<file path="config.mk">
export PLATFORM = sky130hd
export DESIGN_NAME = prio_irq_arbiter
export DESIGN_NICKNAME = d
export VERILOG_FILES = /design/src/rtl/arb_pkg.sv /design/src/rtl/arb_prio_regs.sv /design/src/rtl/arb_pending.sv /design/src/rtl/arb_select.sv /design/src/rtl/arb_level_stack.sv /design/src/rtl/prio_irq_arbiter.sv
export SDC_FILE = /design/constraint.sdc
export NUM_CORES = 1
export LEC_CHECK = 0
export ABC_AREA = 1
export BUFFER_PORTS_ARGS = -buffer_cell sky130_fd_sc_hd__buf_2
export CORE_ASPECT_RATIO = 2
export CORE_MARGIN = 2
export CORE_UTILIZATION = 42
export CTS_CLUSTER_DIAMETER = 30
export DETAILED_ROUTE_END_ITERATION = 16
export SLEW_MARGIN = 15
export SYNTH_ARGS = -nofsm -noshare
export SYNTH_HDL_FRONTEND = slang
export SYNTH_SLANG_ARGS = --single-unit
</file>
<file path="constraint.sdc">
create_clock -name clk -period 16.4 [get_ports clk]
set_input_delay 0.82 -clock clk [delete_from_list [all_inputs] [get_ports clk]]
set_output_delay 0.82 -clock clk [all_outputs]
set_load 0.01 [all_outputs]
</file>
<file path="src/rtl/arb_pkg.sv">
package arb_pkg;
  localparam int unsigned DEF_NUM_SRC   = 32;
  localparam int unsigned DEF_PRIO_BITS = 2;
  localparam int unsigned DEF_FIELD_W   = 8;
endpackage

</file>
<file path="src/rtl/arb_prio_regs.sv">
module arb_prio_regs #(
  parameter int unsigned NUM_SRC   = 32,
  parameter int unsigned LVL_W     = 2,
  parameter int unsigned FIELD_W   = 8,
  localparam int unsigned ID_W     = $clog2(NUM_SRC)
) (
  input  logic                            clk,
  input  logic                            rst,
  input  logic                            we,
  input  logic [ID_W-1:0]                 wr_idx,
  input  logic [FIELD_W-1:0]              wr_field,
  input  logic                            wr_en,
  input  logic [ID_W-1:0]                 rd_idx,
  output logic [FIELD_W-1:0]              rd_field,
  output logic [NUM_SRC-1:0][LVL_W-1:0]   lvl_vec,
  output logic [NUM_SRC-1:0]              en_vec
);
  always_ff @(posedge clk) begin
    if (rst) begin
      lvl_vec  <= '0;
      en_vec   <= '0;
      rd_field <= '0;
    end else begin
      if (we) begin
        lvl_vec[wr_idx] <= wr_field[FIELD_W-1 -: LVL_W];
        en_vec[wr_idx]  <= wr_en;
      end
      rd_field <= {lvl_vec[rd_idx], {(FIELD_W-LVL_W){1'b0}}};
    end
  end
endmodule

</file>
<file path="src/rtl/arb_pending.sv">
module arb_pending #(
  parameter int unsigned NUM_SRC = 32,
  localparam int unsigned ID_W   = $clog2(NUM_SRC)
) (
  input  logic               clk,
  input  logic               rst,
  input  logic [NUM_SRC-1:0] req_pulse,
  input  logic               clr_en,
  input  logic [ID_W-1:0]    clr_id,
  output logic [NUM_SRC-1:0] pend
);
  logic [NUM_SRC-1:0] clr_mask;

  always_comb begin
    clr_mask = '0;
    if (clr_en) clr_mask[clr_id] = 1'b1;
  end

  // a new pulse wins over a clear in the same cycle
  always_ff @(posedge clk) begin
    if (rst) pend <= '0;
    else     pend <= (pend & ~clr_mask) | req_pulse;
  end

  assert_pulse_latched_R1: assert property (@(posedge clk) disable iff (rst)
    (req_pulse != '0) |=> ((pend & $past(req_pulse)) == $past(req_pulse)));

  assert_ack_clears_R6: assert property (@(posedge clk) disable iff (rst)
    (clr_en && !req_pulse[clr_id]) |=> !pend[$past(clr_id)]);
endmodule

</file>
<file path="src/rtl/arb_select.sv">
module arb_select #(
  parameter int unsigned NUM_SRC = 32,
  parameter int unsigned LVL_W   = 2,
  localparam int unsigned ID_W   = $clog2(NUM_SRC)
) (
  input  logic [NUM_SRC-1:0]            elig,
  input  logic [NUM_SRC-1:0][LVL_W-1:0] lvl_vec,
  output logic                          best_v,
  output logic [ID_W-1:0]               best_id,
  output logic [LVL_W-1:0]              best_lvl
);
  // ascending scan with strict compare keeps the lowest number on ties
  always_comb begin
    best_v   = 1'b0;
    best_id  = '0;
    best_lvl = '1;
    for (int i = 0; i < NUM_SRC; i++) begin
      if (elig[i] && (!best_v || lvl_vec[i] < best_lvl)) begin
        best_v   = 1'b1;
        best_id  = ID_W'(i);
        best_lvl = lvl_vec[i];
      end
    end
  end
endmodule

</file>
<file path="src/rtl/arb_level_stack.sv">
module arb_level_stack #(
  parameter int unsigned LVL_W  = 2,
  localparam int unsigned DEPTH = 2 ** LVL_W,
  localparam int unsigned IDX_W = (LVL_W < 1) ? 1 : LVL_W,
  localparam int unsigned SP_W  = $clog2(DEPTH + 1)
) (
  input  logic             clk,
  input  logic             rst,
  input  logic             push,
  input  logic [LVL_W-1:0] push_lvl,
  input  logic             pop,
  output logic [SP_W-1:0]  depth,
  output logic [LVL_W-1:0] top_lvl,
  output logic [LVL_W-1:0] below_lvl
);
  logic [LVL_W-1:0] stk [DEPTH];

  assign top_lvl   = (depth != '0) ? stk[IDX_W'(depth - SP_W'(1))] : '0;
  assign below_lvl = (depth > SP_W'(1)) ? stk[IDX_W'(depth - SP_W'(2))] : '0;

  always_ff @(posedge clk) begin
    if (push) stk[IDX_W'(depth)] <= push_lvl;
  end

  always_ff @(posedge clk) begin
    if (rst)       depth <= '0;
    else if (push) depth <= depth + SP_W'(1);
    else if (pop)  depth <= depth - SP_W'(1);
  end

  assert_no_overflow_R10: assert property (@(posedge clk) disable iff (rst)
    push |-> (depth < SP_W'(DEPTH)));

  assert_pop_nonempty_R8: assert property (@(posedge clk) disable iff (rst)
    pop |-> (depth != '0));

  assert_strict_nesting_R5: assert property (@(posedge clk) disable iff (rst)
    (push && depth != '0) |-> (push_lvl < top_lvl));
endmodule

</file>
<file path="src/rtl/prio_irq_arbiter.sv">
module prio_irq_arbiter #(
  parameter int unsigned NUM_SRC   = arb_pkg::DEF_NUM_SRC,
  parameter int unsigned PRIO_BITS = arb_pkg::DEF_PRIO_BITS,
  parameter int unsigned FIELD_W   = arb_pkg::DEF_FIELD_W,
  localparam int unsigned ID_W     = $clog2(NUM_SRC),
  localparam int unsigned SP_W     = $clog2((2 ** PRIO_BITS) + 1)
) (
  input  logic               clk,
  input  logic               rst,
  input  logic               cfg_we,
  input  logic [ID_W-1:0]    cfg_idx,
  input  logic [FIELD_W-1:0] cfg_prio,
  input  logic               cfg_en,
  input  logic [ID_W-1:0]    rd_idx,
  output logic [FIELD_W-1:0] rd_prio,
  input  logic [NUM_SRC-1:0] req_pulse,
  input  logic               ack,
  input  logic               done,
  output logic               take_irq,
  output logic [ID_W-1:0]    sel_id,
  output logic               tail_chain,
  output logic [SP_W-1:0]    nest_depth
);
  logic [NUM_SRC-1:0][PRIO_BITS-1:0] lvl_vec;
  logic [NUM_SRC-1:0]                en_vec, pend;
  logic                              best_v;
  logic [ID_W-1:0]                   best_id;
  logic [PRIO_BITS-1:0]              best_lvl, top_lvl, below_lvl, sel_lvl_q;
  logic                              ack_ok, done_ok, can_take, outranks_below;

  arb_prio_regs #(.NUM_SRC(NUM_SRC), .LVL_W(PRIO_BITS), .FIELD_W(FIELD_W)) u_regs (
    .clk(clk), .rst(rst), .we(cfg_we), .wr_idx(cfg_idx), .wr_field(cfg_prio),
    .wr_en(cfg_en), .rd_idx(rd_idx), .rd_field(rd_prio),
    .lvl_vec(lvl_vec), .en_vec(en_vec));

  arb_pending #(.NUM_SRC(NUM_SRC)) u_pend (
    .clk(clk), .rst(rst), .req_pulse(req_pulse),
    .clr_en(ack_ok), .clr_id(sel_id), .pend(pend));

  arb_select #(.NUM_SRC(NUM_SRC), .LVL_W(PRIO_BITS)) u_sel (
    .elig(pend & en_vec), .lvl_vec(lvl_vec),
    .best_v(best_v), .best_id(best_id), .best_lvl(best_lvl));

  arb_level_stack #(.LVL_W(PRIO_BITS)) u_stack (
    .clk(clk), .rst(rst), .push(ack_ok), .push_lvl(sel_lvl_q), .pop(done_ok),
    .depth(nest_depth), .top_lvl(top_lvl), .below_lvl(below_lvl));

  assign ack_ok         = ack && take_irq && !done;
  assign done_ok        = done && (nest_depth != '0);
  assign can_take       = best_v && ((nest_depth == '0) || (best_lvl < top_lvl));
  assign outranks_below = (nest_depth < SP_W'(2)) || (best_lvl < below_lvl);

  always_ff @(posedge clk) begin
    if (rst) begin
      take_irq   <= 1'b0;
      tail_chain <= 1'b0;
      sel_id     <= '0;
      sel_lvl_q  <= '0;
    end else begin
      take_irq   <= can_take && !ack_ok && !done;
      tail_chain <= done_ok && best_v && outranks_below;
      if (best_v) begin
        sel_id    <= best_id;
        sel_lvl_q <= best_lvl;
      end
    end
  end

  assert_take_drops_R6: assert property (@(posedge clk) disable iff (rst)
    (take_irq && ack) |=> !take_irq);

  assert_tail_after_done_R9: assert property (@(posedge clk) disable iff (rst)
    tail_chain |-> $past(done));

  assert_take_outranks_R5: assert property (@(posedge clk) disable iff (rst)
    (take_irq && nest_depth != '0) |-> (sel_lvl_q < top_lvl));

  assert_depth_bound_R10: assert property (@(posedge clk) disable iff (rst)
    nest_depth <= SP_W'(2 ** PRIO_BITS));
endmodule

</file>
# [Word-level counts from Yosys, hierarchy flattened]
# Memories as Yosys holds them, arrays and structs flattened.
# Cells that the tools add are included.
# W data, S select, Z words.
[totals] in_bits=56 mem_bits_rw=8 mem_bits_ro=0 n_memories=1 word_cells=311 output_inout_bits=18 latchBits=0 regBits=148
[classes] n_shift=0 n_mul=0 n_mux=112 n_div=0 bitwise=4 reduce_logical=110 n_lt_le_gt_ge=40 eq_ne=0 addsub=3
[mem_list] name="u_stack.stk" words=4 width=2 read_ports=2 rd_ports_with_merged_regs=0 wr=1 line="arb_level_stack.sv:16" rtl="logic [LVL_W-1:0] stk [DEPTH];"
[op_table] op="$mux W5" n=16
[op_table] op="$mux W2" n=38
[op_table] op="$lt A2 B2 Y1" n=33
[op_table] op="$and A32 B32 Y32" n=2
[op_table] op="$bwmux W64" n=1
[op_table] op="$logic_and A1 B1 Y1" n=41
[op_table] op="$mux W1" n=37
[op_table] op="$logic_not A1 Y1" n=33
[op_table] op="$logic_or A1 B1 Y1" n=33
[op_table] op="$bwmux W32" n=1
[op_table] op="$mux W32" n=1
[op_table] op="$mux W4" n=8
[op_table] op="$not A32 Y32" n=1
[op_table] op="$or A32 B32 Y32" n=1
[op_table] op="$lt A5 B6 Y1 const B" n=3
[op_table] op="$mux W3" n=6
[op_table] op="$bmux W2 S5" n=1
[op_table] op="$demux W1 S5" n=2
[op_table] op="$demux W2 S5" n=1
[op_table] op="$ge A5 B1 Y1 const B" n=2
[op_table] op="$add A3 B1 Y3 const B" n=1
[op_table] op="$gt A3 B1 Y1 const B" n=1
[op_table] op="$logic_not A3 Y1" n=1
[op_table] op="$lt A3 B2 Y1 const B" n=1
[op_table] op="4 further kinds" n=4

# [Logic depth before layout (Yosys ltp)]
# Gate-level depths: netlist of the first run.
[depth] depth_word=131 ltp_mapped=190 depth_no_buf=190

# [Modules after synthesis]
# A second synthesis of the first run with hierarchy kept.
[unflattened] hier_cells=1662 area_unflattened_um2=9724.3
[modules_own_cells] mod="arb_prio_regs" cells_per_inst=646 area_each_um2=4335.4 seq_area_each_um2=1961.9 n_inst=1
[modules_own_cells] mod="arb_select" cells_per_inst=624 area_each_um2=2716.4 seq_area_each_um2=0.0 n_inst=1
[modules_own_cells] mod="arb_pending" cells_per_inst=185 area_each_um2=1312.5 seq_area_each_um2=640.6 n_inst=1
[modules_own_cells] mod="prio_irq_arbiter" cells_per_inst=122 area_each_um2=701.9 seq_area_each_um2=180.2 n_inst=1
[modules_own_cells] mod="arb_level_stack" cells_per_inst=85 area_each_um2=658.1 seq_area_each_um2=300.3 n_inst=1

# [Least setup slack after synthesis of the first run]
# Ideal clock, no wire load.
[synth_timing] kind="register to register" startpoint="register u_pend.pend[0]" endpoint="register take_irq" required_ns=16.334 stages_incl_launch_ff=190 slack_ns=3.159 period_less_slack_ns=13.241 arrival_ns=13.175 n_path_buf=0 setup_ns=0.066 cell_sequence="dfxtp_1 nand2_2 inv_1 nand3_2 nand3_1 nand2_1 nand2_2 nand3_2 nand2_2 nand2_2 nand2_1 nand2_1 nor2_1 nand2_1 nand2_2 nand2_2 nand2_1 nand2_1 (+154 left out) nand2_1 nand2_1 nor2_1 nand2_1 nand2_2 nand2_4 o21ai_0 ha_1 nand2_1 nand2_1 nand2_2 nand2_4 nor2_1 a21oi_2 ha_1 nand2_1 nand2_1 a21oi_2"
[synth_between] elab_chain_cells=131 elab_cells_between_ends=194 cone_classes="order compare (32); mux (64); bitwise (1); reduce/logical (97)"
[synth_lines] item="start, declared" line="arb_pending.sv:10" rtl="output logic [NUM_SRC-1:0] pend"
[synth_lines] item="start signal, assigned" line="arb_pending.sv:22" rtl="else pend <= (pend & ~clr_mask) | req_pulse;"
[synth_lines] item="$and A32 B32 Y32 *" line="prio_irq_arbiter.sv:41" rtl=".elig(pend & en_vec), .lvl_vec(lvl_vec),"
[synth_lines] item="$mux W2 or $mux W1 (tied branches)" line="arb_select.sv:18" rtl="if (elig[i] && (!best_v || lvl_vec[i] < best_lvl)) begin"
[synth_lines] item="$lt A2 B2 Y1 or $logic_not A1 Y1 (tied branches)" line="arb_select.sv:18"
[synth_lines] item="$logic_or A1 B1 Y1" line="arb_select.sv:18"
[synth_lines] item="$logic_and A1 B1 Y1" line="arb_select.sv:18"
[synth_lines] item="$mux W2 or $mux W1 (tied branches)" line="arb_select.sv:18"
[synth_lines] item="$lt A2 B2 Y1 or $logic_not A1 Y1 (tied branches)" line="arb_select.sv:18"
[synth_lines] item="$logic_or A1 B1 Y1" line="arb_select.sv:18"
[synth_lines] item="(+115 left out)"
[synth_lines] item="$logic_or A1 B1 Y1" line="arb_select.sv:18"
[synth_lines] item="$logic_and A1 B1 Y1" line="arb_select.sv:18"
[synth_lines] item="$mux W2 *" line="arb_select.sv:18"
[synth_lines] item="named net best_lvl[1]" line="prio_irq_arbiter.sv:28" rtl="logic [PRIO_BITS-1:0] best_lvl, top_lvl, below_lvl, sel_lvl_q;"
[synth_lines] item="$lt A2 B2 Y1 *" line="prio_irq_arbiter.sv:50" rtl="assign can_take = best_v && ((nest_depth == '0) || (best_lvl < top_lvl));"
[synth_lines] item="$logic_or A1 B1 Y1 *" line="prio_irq_arbiter.sv:50"
[synth_lines] item="$logic_and A1 B1 Y1 *" line="prio_irq_arbiter.sv:50"
[synth_lines] item="$logic_and A1 B1 Y1 * (2 in a row)" line="prio_irq_arbiter.sv:60" rtl="take_irq <= can_take && !ack_ok && !done;"
[synth_lines] item="end signal, assigned" line="prio_irq_arbiter.sv:60"
[synth_lines] item="end, declared" line="prio_irq_arbiter.sv:19" rtl="output logic take_irq,"
# The timed path passes the listed nets; every way through them passes the cells marked *.
# A chain may end at the register's enable or synchronous reset.

# [Worst setup path in the final report of the first run]
[layout_timing] startpoint="register u_pend.pend[0]" endpoint="register tail_chain"
[layout_between] elab_chain_cells=129 elab_cells_between_ends=193 cone_classes="order compare (32); mux (64); bitwise (1); reduce/logical (96)"
[layout_lines] item="$and A32 B32 Y32 *" line="prio_irq_arbiter.sv:41"
[layout_lines] item="$mux W2 or $mux W1 (tied branches)" line="arb_select.sv:18"
[layout_lines] item="$lt A2 B2 Y1 or $logic_not A1 Y1 (tied branches)" line="arb_select.sv:18"
[layout_lines] item="$logic_or A1 B1 Y1" line="arb_select.sv:18"
[layout_lines] item="$logic_and A1 B1 Y1" line="arb_select.sv:18"
[layout_lines] item="$mux W2 or $mux W1 (tied branches)" line="arb_select.sv:18"
[layout_lines] item="$lt A2 B2 Y1 or $logic_not A1 Y1 (tied branches)" line="arb_select.sv:18"
[layout_lines] item="$logic_or A1 B1 Y1" line="arb_select.sv:18"
[layout_lines] item="(+114 left out)"
[layout_lines] item="$lt A2 B2 Y1 or $logic_not A1 Y1 (tied branches)" line="arb_select.sv:18"
[layout_lines] item="$logic_or A1 B1 Y1" line="arb_select.sv:18"
[layout_lines] item="$logic_and A1 B1 Y1" line="arb_select.sv:18"
[layout_lines] item="$mux W2 *" line="arb_select.sv:18"
[layout_lines] item="named net best_lvl[1]" line="prio_irq_arbiter.sv:28"
[layout_lines] item="$lt A2 B2 Y1 *" line="prio_irq_arbiter.sv:51" rtl="assign outranks_below = (nest_depth < SP_W'(2)) || (best_lvl < below_lvl);"
[layout_lines] item="$logic_or A1 B1 Y1 *" line="prio_irq_arbiter.sv:51"
[layout_lines] item="$logic_and A1 B1 Y1 *" line="prio_irq_arbiter.sv:61" rtl="tail_chain <= done_ok && best_v && outranks_below;"
[layout_lines] item="end signal, assigned" line="prio_irq_arbiter.sv:61"
[layout_lines] item="end, declared" line="prio_irq_arbiter.sv:21" rtl="output logic tail_chain,"
# Marks and branches as above.

==> run_results.csv, run 1 <==
group,metric,value,unit
outcome,status,"completed",
synth,ys.flop_type,"dfxtp_1",
global_route,grt_max_degree,68,
detailed_routing,vias,9832,
global_route,grt-ovfl-total,0,
sta,fin_setup_tns,0,ns
critical_path,crit_path_top_delay_cell,"dfxtp_4",
detailed_routing,wl_per_cell,16.2,um
detailed_routing,drt_pass1_iterations,5,
final_layout,num_antenna_cells,0,
synth,ys_warn_count,0,
sta,fin_worst_skew,0.00965,ns
placement,post_dp_cell_area,9600,um^2
synth,ys_async_sr_fraction,0,%
run,cap_violations,0,
critical_path,worst_path_most_repeated_cell,"nand2_2",
worst_hold_path,hold_path_class,"reg2reg",
clocking,cts_inserted_buffers,17,
final_layout,final_area,11300,um^2
placement,gp_congestion,0.918,
sta,timing.final.crit_period,15.53,ns
clocking,cts_max_path_buffers,2,
global_route,grt_pass1_wl,45200,um
sta,worst_slew_pin_slew,0.931,ns
die,die_height,212,um
pwr,total_power,1020,uW
critical_path,crit_fanout,5,
synth,syn_inst,1487,
clocking,cts.clk_slew.worst_paths,0.07,ns
critical_path,arrival,15.91,ns
placement,dp_hpwl,21500,um
sta,max_freq,0.0644,GHz
final_layout,drive_gt1_share,22.7,%
detailed_routing,avgViaCountPerCell,5.22,
synth,synthDistinctLibCells,34,
detailed_routing,first_iter_violations,404,
pwr,peakVddDrop,0.0653,mV
detailed_routing,drc,0,
placement,portBuffers,61,
critical_path,required,16.78,ns
sta,setup_viol,0,
clocking,htreeDepth,4,
sta,maxSlewViolCount,0,
clocking,root_buffer,"clkbuf_16",
critical_path,end_kind,"flip-flop",
die,die_w,108,um
global_route,grt_use_total,26.1,%
die,initial_core_util,42.5,%
pwr,p_leak,0.00561,uW
sta,slew-limit-headroom,38.0,%
synth,avgSynthCellArea,6.11,um^2
global_route,antenna_found_initial,0,
synth,synth_enable_flop_cells,8,
synth,syn_area,9090,um^2
final_layout,syn_to_final_growth,23.8,%
critical_path,crit_path_max_incr_delay,0.38,ns
synth,synth-seq-area-share,33.9,%
global_route,grt_pass1_vias,9020,
die,top_level_ports,74,
die,core_area,21400,um^2
critical_path,worstSetupPathType,"reg2reg",
final_layout,nNetsFinal,1661,
synth,ys_ff_latch,150,
die,rows,76,
sta,rsz0062_at_grt,"yes",
clocking,cts_tree,"done",
detailed_routing,ant_nets,0,
detailed_routing,wirelength,30600,um
critical_path,start_kind,"flip-flop",
die,die-area,22900,um^2
pwr,p_per_area,90.4,nW/um^2
clocking,hold_buffers,0,
clocking,clkSinkCount,150,
clocking,clk_latency,0.45,ns
sta,hold_viol_final,0,
sta,min_period_over_period,94.7,%
metal layers:
metal / wire, um / up-vias / share of wire [%] / track usage, %
met5: 0 / - / 0 / 0
met4: 1740 / 0 / 5.7 / 14.8
met3: 1370 / 116 / 4.5 / 3.65
met2: 16400 / 272 / 54 / 49.8
met1: 11100 / 4495 / 36 / 26.2
li1: - / 4949 / - / -
cells by family (layout without fill, tap and decap cells):
kind of cell | after synthesis | after routing | share of synthesized area, %
AO/OA/AOI/OAI | 366 | 366 | 20.9
buffers and inverters | 313 | 431 | 13.2
flip-flops | 150 | 150 | 33.9
AND/OR/NAND/NOR | 649 | 649 | 30.9
other | 1 | 6 | 0.0412
adder cells (fa/ha/maj) | 8 | 8 | 1.10
state kept, by name, indices dropped and copies added (netlist names):
register and count:
u_regs.lvl_vec 64, take_irq 1, sel_lvl_q 2, sel_id 5, u_pend.pend 32, tail_chain 1, u_regs.en_vec 32, u_regs.rd_field 2
u_stack.stk 8, u_stack.depth 3
worst max-delay path, delay by kind of cell (launching register included):
kind	cells	cell delay, ns
fa+ha+maj	2	0.52
buf+inv	4	0.28
flops	1	0.38
simple gates	180	13.87
compound gates	3	0.35
cell type report:
class,count,area (um^2)
fill,2233,10100
multi-input combinational,1029,5370
sequential,150,3100
inverter,273,1030
timing repair buffer,126,793
clock buffer,20,468
tap,273,342
clock inverter,12,168
through the flow:
step	worst slack (ns)	util, %	hold WS [ns]	instances
finish	0.867	52.6	0.474	1883
CTS	0.541	47.8	0.475	1820
global placement	0.801	44.9	0.460	1788
global route	-0.747	52.6	0.492	1883
floorplan	3.16	-	0.450	1492
detailed placement	0.617	44.9	0.466	1788
worst paths after layout:
check	start	endpoint	slack, ns	cells after the start
min	u_pend.pend[23]	u_pend.pend[23]	0.47	2
max	u_pend.pend[0]	tail_chain	0.87	189
min reg2reg	u_pend.pend[23]	u_pend.pend[23]	0.47	2
max reg2reg	u_pend.pend[0]	tail_chain	0.87	189
where the power goes:
| group | total [uW] | switching (uW) | internal, uW |
|---|---|---|---|
| Combinational | 190 | 122 | 68.3 |
| Sequential | 401 | 17.8 | 383 |
| Clock | 427 | 172 | 255 |
cells in the final DEF, fill, tap and decap left out, types with 2 or more instances in the layout:
| master | count |
|---|---|
| clkinv_4 | 6 |
| bufinv_16 | 3 |
| nand4_1 | 5 |
| dfxtp_4 | 2 |
| dfxtp_1 | 136 |
| nand2_4 | 35 |
| nor2_1 | 162 |
| inv_1 | 264 |
| edfxtp_1 | 8 |
| inv_6 | 2 |
| inv_2 | 5 |
| clkbuf_16 | 18 |
| nor3_1 | 15 |
| nand2_2 | 124 |
| nor2_2 | 12 |
| nand2_1 | 176 |
| a31oi_1 | 6 |
| o21ai_0 | 191 |
| nand3_1 | 101 |
| dfxtp_2 | 4 |
| clkinv_1 | 3 |
| a21oi_2 | 2 |
| ha_1 | 8 |
| a311oi_1 | 3 |
| buf_2 | 61 |
| conb_1 | 6 |
| o211ai_1 | 3 |
| buf_4 | 65 |
| nand3_2 | 16 |
| a21oi_1 | 148 |
what timing repair did:
action	4_1_cts	5_1_grt
resized for setup	0	174
buffers inserted	0	63
endpoints found under the setup margin	0	9
hold endpoints to repair	0	0
synthesized netlist by cell type, drive strengths merged, types with 2 or more instances:
cell    instances  area (um^2)
a31oi           6         37.5
inv           270         1010
nand2         335         1440
clkinv          3         11.3
nand4           5         31.3
nor3           15         75.1
buf            10         60.1
clkbuf         30          113
edfxtp          8          240
a21oi         151          767
o22ai           2         12.5
dfxtp         142         2840
a311oi          3         26.3
o211ai          3         22.5
a221oi          2         17.5
ha              8          100
nor2          175          657
o21ai         192          961
nand3         117          596
(Power assumes the default switching activity.)
==> run 2: changes to the inputs <==
Settings changed: CORE_ASPECT_RATIO 2 to 1.2.
==> run_results.csv, run 2 (synthesized netlist as in run 1, its figures left out) <==
group,metric,value,unit
final_layout,final_common_cell,"inv_1",
critical_path,worst_path_most_repeated_cell,"nand2_2",
worst_hold_path,worstHoldEndpoint,"u_pend.pend[23]",
clocking,htreeDepth,4,
sta,slew-limit-headroom,41.4,%
critical_path,r2r_start,"u_pend.pend[0]",
placement,post_dp_cell_area,9600,um^2
clocking,clkSinkCount,150,
worst_hold_path,hold_path_class,"reg2reg",
clocking,cts_tree,"done",
global_route,grt-ovfl-total,0,
die,initial_core_util,43.1,%
clocking,hold_buffers,0,
final_layout,regMostFlops,"u_regs.lvl_vec",
outcome,status,"completed",
detailed_routing,drt_pass1_iterations,5,
critical_path,crit_path_max_incr_delay,0.37,ns
clocking,cts.clk_slew.worst_paths,0.06,ns
critical_path,startpoint,"u_pend.pend[0]",
global_route,grt_pass1_vias,8620,
final_layout,syn_to_final_growth,22.2,%
clocking,cts_max_path_buffers,2,
placement,portBuffers,61,
placement,dp_hpwl,19600,um
pwr,combPwrFrac,19.5,%
global_route,antenna_found_initial,1,
critical_path,reg2reg_slack,0.95,ns
critical_path,crit_fanout,5,
pwr,p_leak,0.00553,uW
die,core_area,21100,um^2
final_layout,final_area,11100,um^2
sta,timing.final.crit_period,15.45,ns
sta,worst_slew_pin_slew,0.879,ns
final_layout,drive_gt1_share,22.1,%
critical_path,worstReg2RegEnd,"take_irq",
pwr,switching_share,31.0,%
final_layout,reg_top3,"u_regs.lvl_vec (64), u_pend.pend (32), u_regs.en_vec (32)",
pwr,peakVddDrop,0.0701,mV
detailed_routing,first_iter_violations,544,
detailed_routing,ant_nets,0,
final_layout,layout_common_cells,"inv_1, o21ai_0, nand2_1, nor2_1, a21oi_1",
final_layout,regArea,3090,um^2
global_route,grt_use_total,24.3,%
placement,gp_congestion,0.931,
die,top_level_ports,74,
pwr,clockPowerShare,39.7,%
final_layout,nNetsFinal,1650,
critical_path,arrival,15.81,ns
clocking,cts_inserted_buffers,17,
sta,fin_setup_tns,0,ns
pwr,p_switching,305,uW
sta,maxSlewViolCount,0,
critical_path,required,16.77,ns
detailed_routing,avgViaCountPerCell,5.13,
critical_path,end_kind,"flip-flop",
critical_path,crit_path_top_delay_cell,"dfxtp_2",
die,die-area,22800,um^2
pwr,intPower,679,uW
worst_hold_path,whs_path_depth,2,
detailed_routing,wl_per_cell,15.5,um
detailed_routing,wirelength,29000,um
sta,max_freq,0.0647,GHz
global_route,grt_max_degree,83,
final_layout,largest_reg_flops,64,
critical_path,worstSetupPathType,"reg2reg",
detailed_routing,drc,0,
critical_path,reg2regPathDepth,187,
critical_path,start_kind,"flip-flop",
critical_path,critical-path-top-delay-family,"simple AND/OR/NAND/NOR gates",
clocking,root_buffer,"clkbuf_16",
sta,hold_viol_final,0,
pwr,p_per_area,88.6,nW/um^2
critical_path,critical_path_buf_inv_count,8,
sta,fin_worst_skew,0.0102,ns
sta,min_period_over_period,94.2,%
sta,rsz0062_at_grt,"yes",
final_layout,num_antenna_cells,0,
die,rows,58,
detailed_routing,vias,9586,
global_route,grt_pass1_wl,43900,um
die,die_height,165,um
die,die_w,138,um
final_layout,n_fill_cell,2155,
final_layout,multi_input_area,5370,um^2
clocking,clk_latency,0.43,ns
run,cap_violations,0,
worst_hold_path,min-delay-start,"u_pend.pend[23]",
pwr,power_frac_seq,40.8,%
sta,setup_viol,0,
==> run 2: changes by cell type in the layout (fill, tap and decap cells not counted), sizes merged <==
cell	before	now
clkbuf	20	21
bufinv	3	2
buf	126	115
clkinv	10	8
clkinvlp	1	3
==> run 2: repair_timing <==
action | in CTS | in global routing
gates resized for setup | 0 | 170
setup buffers | 0 | 52
endpoints found under the setup margin | 0 | 9
==> run 2: power groups by stage <==
| stage | combinational (uW) | clock (uW) | sequential, uW |
|---|---|---|---|
| floorplan | 123 | 0 | 404 |
| global placement | 170 | 0 | 408 |
| detailed placement | 173 | 0 | 409 |
| CTS | 174 | 396 | 401 |
| global route | 217 | 410 | 404 |
| finish | 192 | 391 | 401 |
==> run 2: final cells by class <==
| class | instances | area share (%) |
|---|---|---|
| Multi-Input combinational cell | 1029 | 48.3 |
| Sequential cell | 150 | 27.8 |
| Inverter | 273 | 9.23 |
| Timing Repair Buffer | 115 | 6.43 |
| Clock buffer | 21 | 4.05 |
| Tap cell | 270 | 3.04 |
| Clock inverter | 11 | 1.11 |
==> run 2: how the worst max path moves through the flow <==
stage | to | slack (ns) | cells past startpoint
after CTS | take_irq | 0.95 | 189
after detailed placement | tail_chain | 1.02 | 189
final | take_irq | 0.95 | 187
after floorplan | take_irq | 3.16 | 189
after global routing | take_irq | -0.64 | 186
after global placement | tail_chain | 1.13 | 189
==> run 2: through the flow <==
step           setup WS, ns  power (uW)  instances  utilization, %  hold WS (ns)
3_5_place_dp           1.02         581       1785            45.4         0.465
5_1_grt              -0.642        1030       1869            52.6         0.492
4_1_cts               0.950         971       1817            48.2         0.474
2_1_floorplan          3.16         527       1492               -         0.450
3_3_place_gp           1.13         578       1785            45.4         0.459
6_report              0.955         985       1869            52.6         0.476
==> run 2: tightest hold or removal path, stage by stage, from the launching register on <==
cell     delay [ns]
dfxtp_1        0.30
o21ai_0        0.06
a21oi_1        0.06
==> run 2: metal layers <==
| layer | track usage [%] | share of wire [%] | wire length (um) |
|---|---|---|---|
| met4 | 7.61 | 2.1 | 598 |
| met1 | 29.9 | 45 | 13000 |
| met2 | 43.8 | 49 | 14200 |
| met5 | 0 | 0 | 0 |
| met3 | 3.98 | 3.8 | 1090 |
==> run 3: changes to the inputs <==
Settings changed: MAX_ROUTING_LAYER set to met4, SKIP_CTS_REPAIR_TIMING set to 1.
Clock period 16.4 ns to 14.6 ns, I/O delays scaled along.
==> run_results.csv, run 3 (synthesized netlist as in run 1, its figures left out) <==
group,metric,value,unit
sta,slew-limit-headroom,37.2,%
placement,dp_hpwl,19900,um
sta,rsz0062_at_grt,"yes",
sta,maxSlewViolCount,0,
worst_hold_path,whs_path_depth,2,
detailed_routing,avgViaCountPerCell,5.13,
clocking,cts_inserted_buffers,17,
global_route,met1_usage,29.7,%
sta,hold_ws,0.467,ns
detailed_routing,drc,0,
pwr,clockPowerShare,40.3,%
sta,hold_viol_final,0,
critical_path,worstSetupPathType,"reg2reg",
worst_hold_path,hold_path_class,"reg2reg",
pwr,p_per_area,98.2,nW/um^2
clocking,htreeDepth,4,
global_route,grt-ovfl-total,0,
sta,max_freq,0.0650,GHz
global_route,grt_pass1_vias,8564,
critical_path,end_kind,"flip-flop",
pwr,p_leak,0.00578,uW
critical_path,crit_path_top_delay_cell,"dfxtp_2",
clocking,clk_latency,0.43,ns
critical_path,required,14.96,ns
pwr,peakVddDrop,0.0765,mV
critical_path,worstReg2RegEnd,"take_irq",
detailed_routing,first_iter_violations,647,
final_layout,regMostFlops,"u_regs.lvl_vec",
critical_path,startpoint,"u_regs.lvl_vec[3]",
worst_hold_path,worstHoldEndpoint,"u_regs.lvl_vec[2]",
pwr,combPwrFrac,19.9,%
global_route,antenna_found_initial,0,
global_route,top_usage_layer,"met2",
sta,worst_slew_pin_slew,0.942,ns
sta,setup_ws,-0.785,ns
global_route,grtUsageMet2,43.1,%
final_layout,final_common_cell,"inv_1",
pwr,p_switching,344,uW
detailed_routing,wirelength,29200,um
outcome,failed_checks,"setup timing",
sta,min_period_over_period,105,%
die,core_area,21100,um^2
final_layout,drive_gt1_share,24.8,%
run,cap_violations,0,
detailed_routing,vias,9847,
critical_path,crit_path_max_incr_delay,0.35,ns
detailed_routing,ant_nets,0,
final_layout,num_antenna_cells,0,
placement,gp_congestion,0.933,
global_route,grt_pass1_wl,43400,um
die,top_level_ports,74,
sta,setup_viol,9,
die,rows,58,
pwr,intPower,788,uW
critical_path,worst_path_most_repeated_cell,"nand2_2",
clocking,clkSinkCount,150,
clocking,cts_max_path_buffers,2,
pwr,switching_share,30.4,%
final_layout,nNetsFinal,1699,
global_route,grt_max_degree,83,
sta,timing.final.crit_period,15.39,ns
pwr,total_power,1130,uW
critical_path,reg2reg_slack,-0.79,ns
critical_path,start_kind,"flip-flop",
sta,fin_worst_skew,0.0113,ns
outcome,status,"complete, but fails checks",
critical_path,crit_fanout,4,
global_route,use_met3,3.78,%
die,initial_core_util,43.1,%
pwr,power_frac_seq,39.8,%
critical_path,r2r_start,"u_regs.lvl_vec[3]",
clocking,root_buffer,"clkbuf_16",
die,die_w,138,um
detailed_routing,drt_pass1_iterations,5,
final_layout,reg_top3,"u_regs.lvl_vec (64), u_pend.pend (32), u_regs.en_vec (32)",
worst_hold_path,min-delay-start,"u_regs.lvl_vec[2]",
final_layout,syn_to_final_growth,26.8,%
critical_path,reg2regPathDepth,187,
global_route,grt_use_total,24.8,%
die,die_height,165,um
final_layout,largest_reg_flops,64,
die,die-area,22800,um^2
placement,portBuffers,61,
critical_path,arrival,15.75,ns
detailed_routing,wl_per_cell,15.2,um
clocking,cts_tree,"done",
clocking,cts.clk_slew.worst_paths,0.06,ns
final_layout,layout_common_cells,"inv_1, o21ai_0, nand2_1, nor2_1, a21oi_1",
## run 3: per-layer routing
layer | wire [um] | up-vias
met3 | 1260 | 64
met2 | 14400 | 251
li1 | - | 5041
met4 | 752 | 0
met1 | 12700 | 4491
met5 | 0 | -
## run 3: through the flow
step           util, %  setup slack [ns]  instance area [um^2]  cells  setup TNS [ns]
4_1_cts           49.9            -0.531                 10500   1862           -2.09
5_1_grt           54.6             -2.41                 11500   1918          -19.37
6_report          54.6            -0.785                 11500   1918           -4.97
3_5_place_dp      47.0            -0.397                  9940   1830          -0.962
2_1_floorplan        -              1.36                  9110   1492               0
3_3_place_gp      47.0            -0.196                  9940   1830          -0.382
## run 3: worst max-delay path: cells and delay by family (launching register included)
kind	cells	cell delay, ns
simple gates	174	13.31
buf+inv	8	0.80
fa+ha+maj	2	0.52
flops	1	0.35
compound gates	3	0.33
## run 3: power groups by stage
stage / Sequential (uW) / Clock (uW) / Combinational [uW]
finish: 450 / 457 / 225
global route: 453 / 477 / 253
CTS: 450 / 460 / 204
detailed placement: 459 / 0 / 202
global placement: 459 / 0 / 200
floorplan: 454 / 0 / 138
## run 3: layout make-up
class | instances | area [um^2]
multi-input cells | 1029 | 5370
clock buffers | 20 | 447
clock inverters | 12 | 153
well taps | 270 | 338
inverters | 273 | 1030
repair buffers | 164 | 1110
flip-flops and latches | 150 | 3100
fillers | 2128 | 9590
## run 3: worst max-delay path by stage
stage	endpoint	slack, ns	depth (start not counted)
after detailed placement	take_irq	-0.40	189
after global placement	take_irq	-0.20	189
after floorplan	take_irq	1.36	189
after CTS	take_irq	-0.53	189
after global routing	take_irq	-2.41	188
final	take_irq	-0.79	187
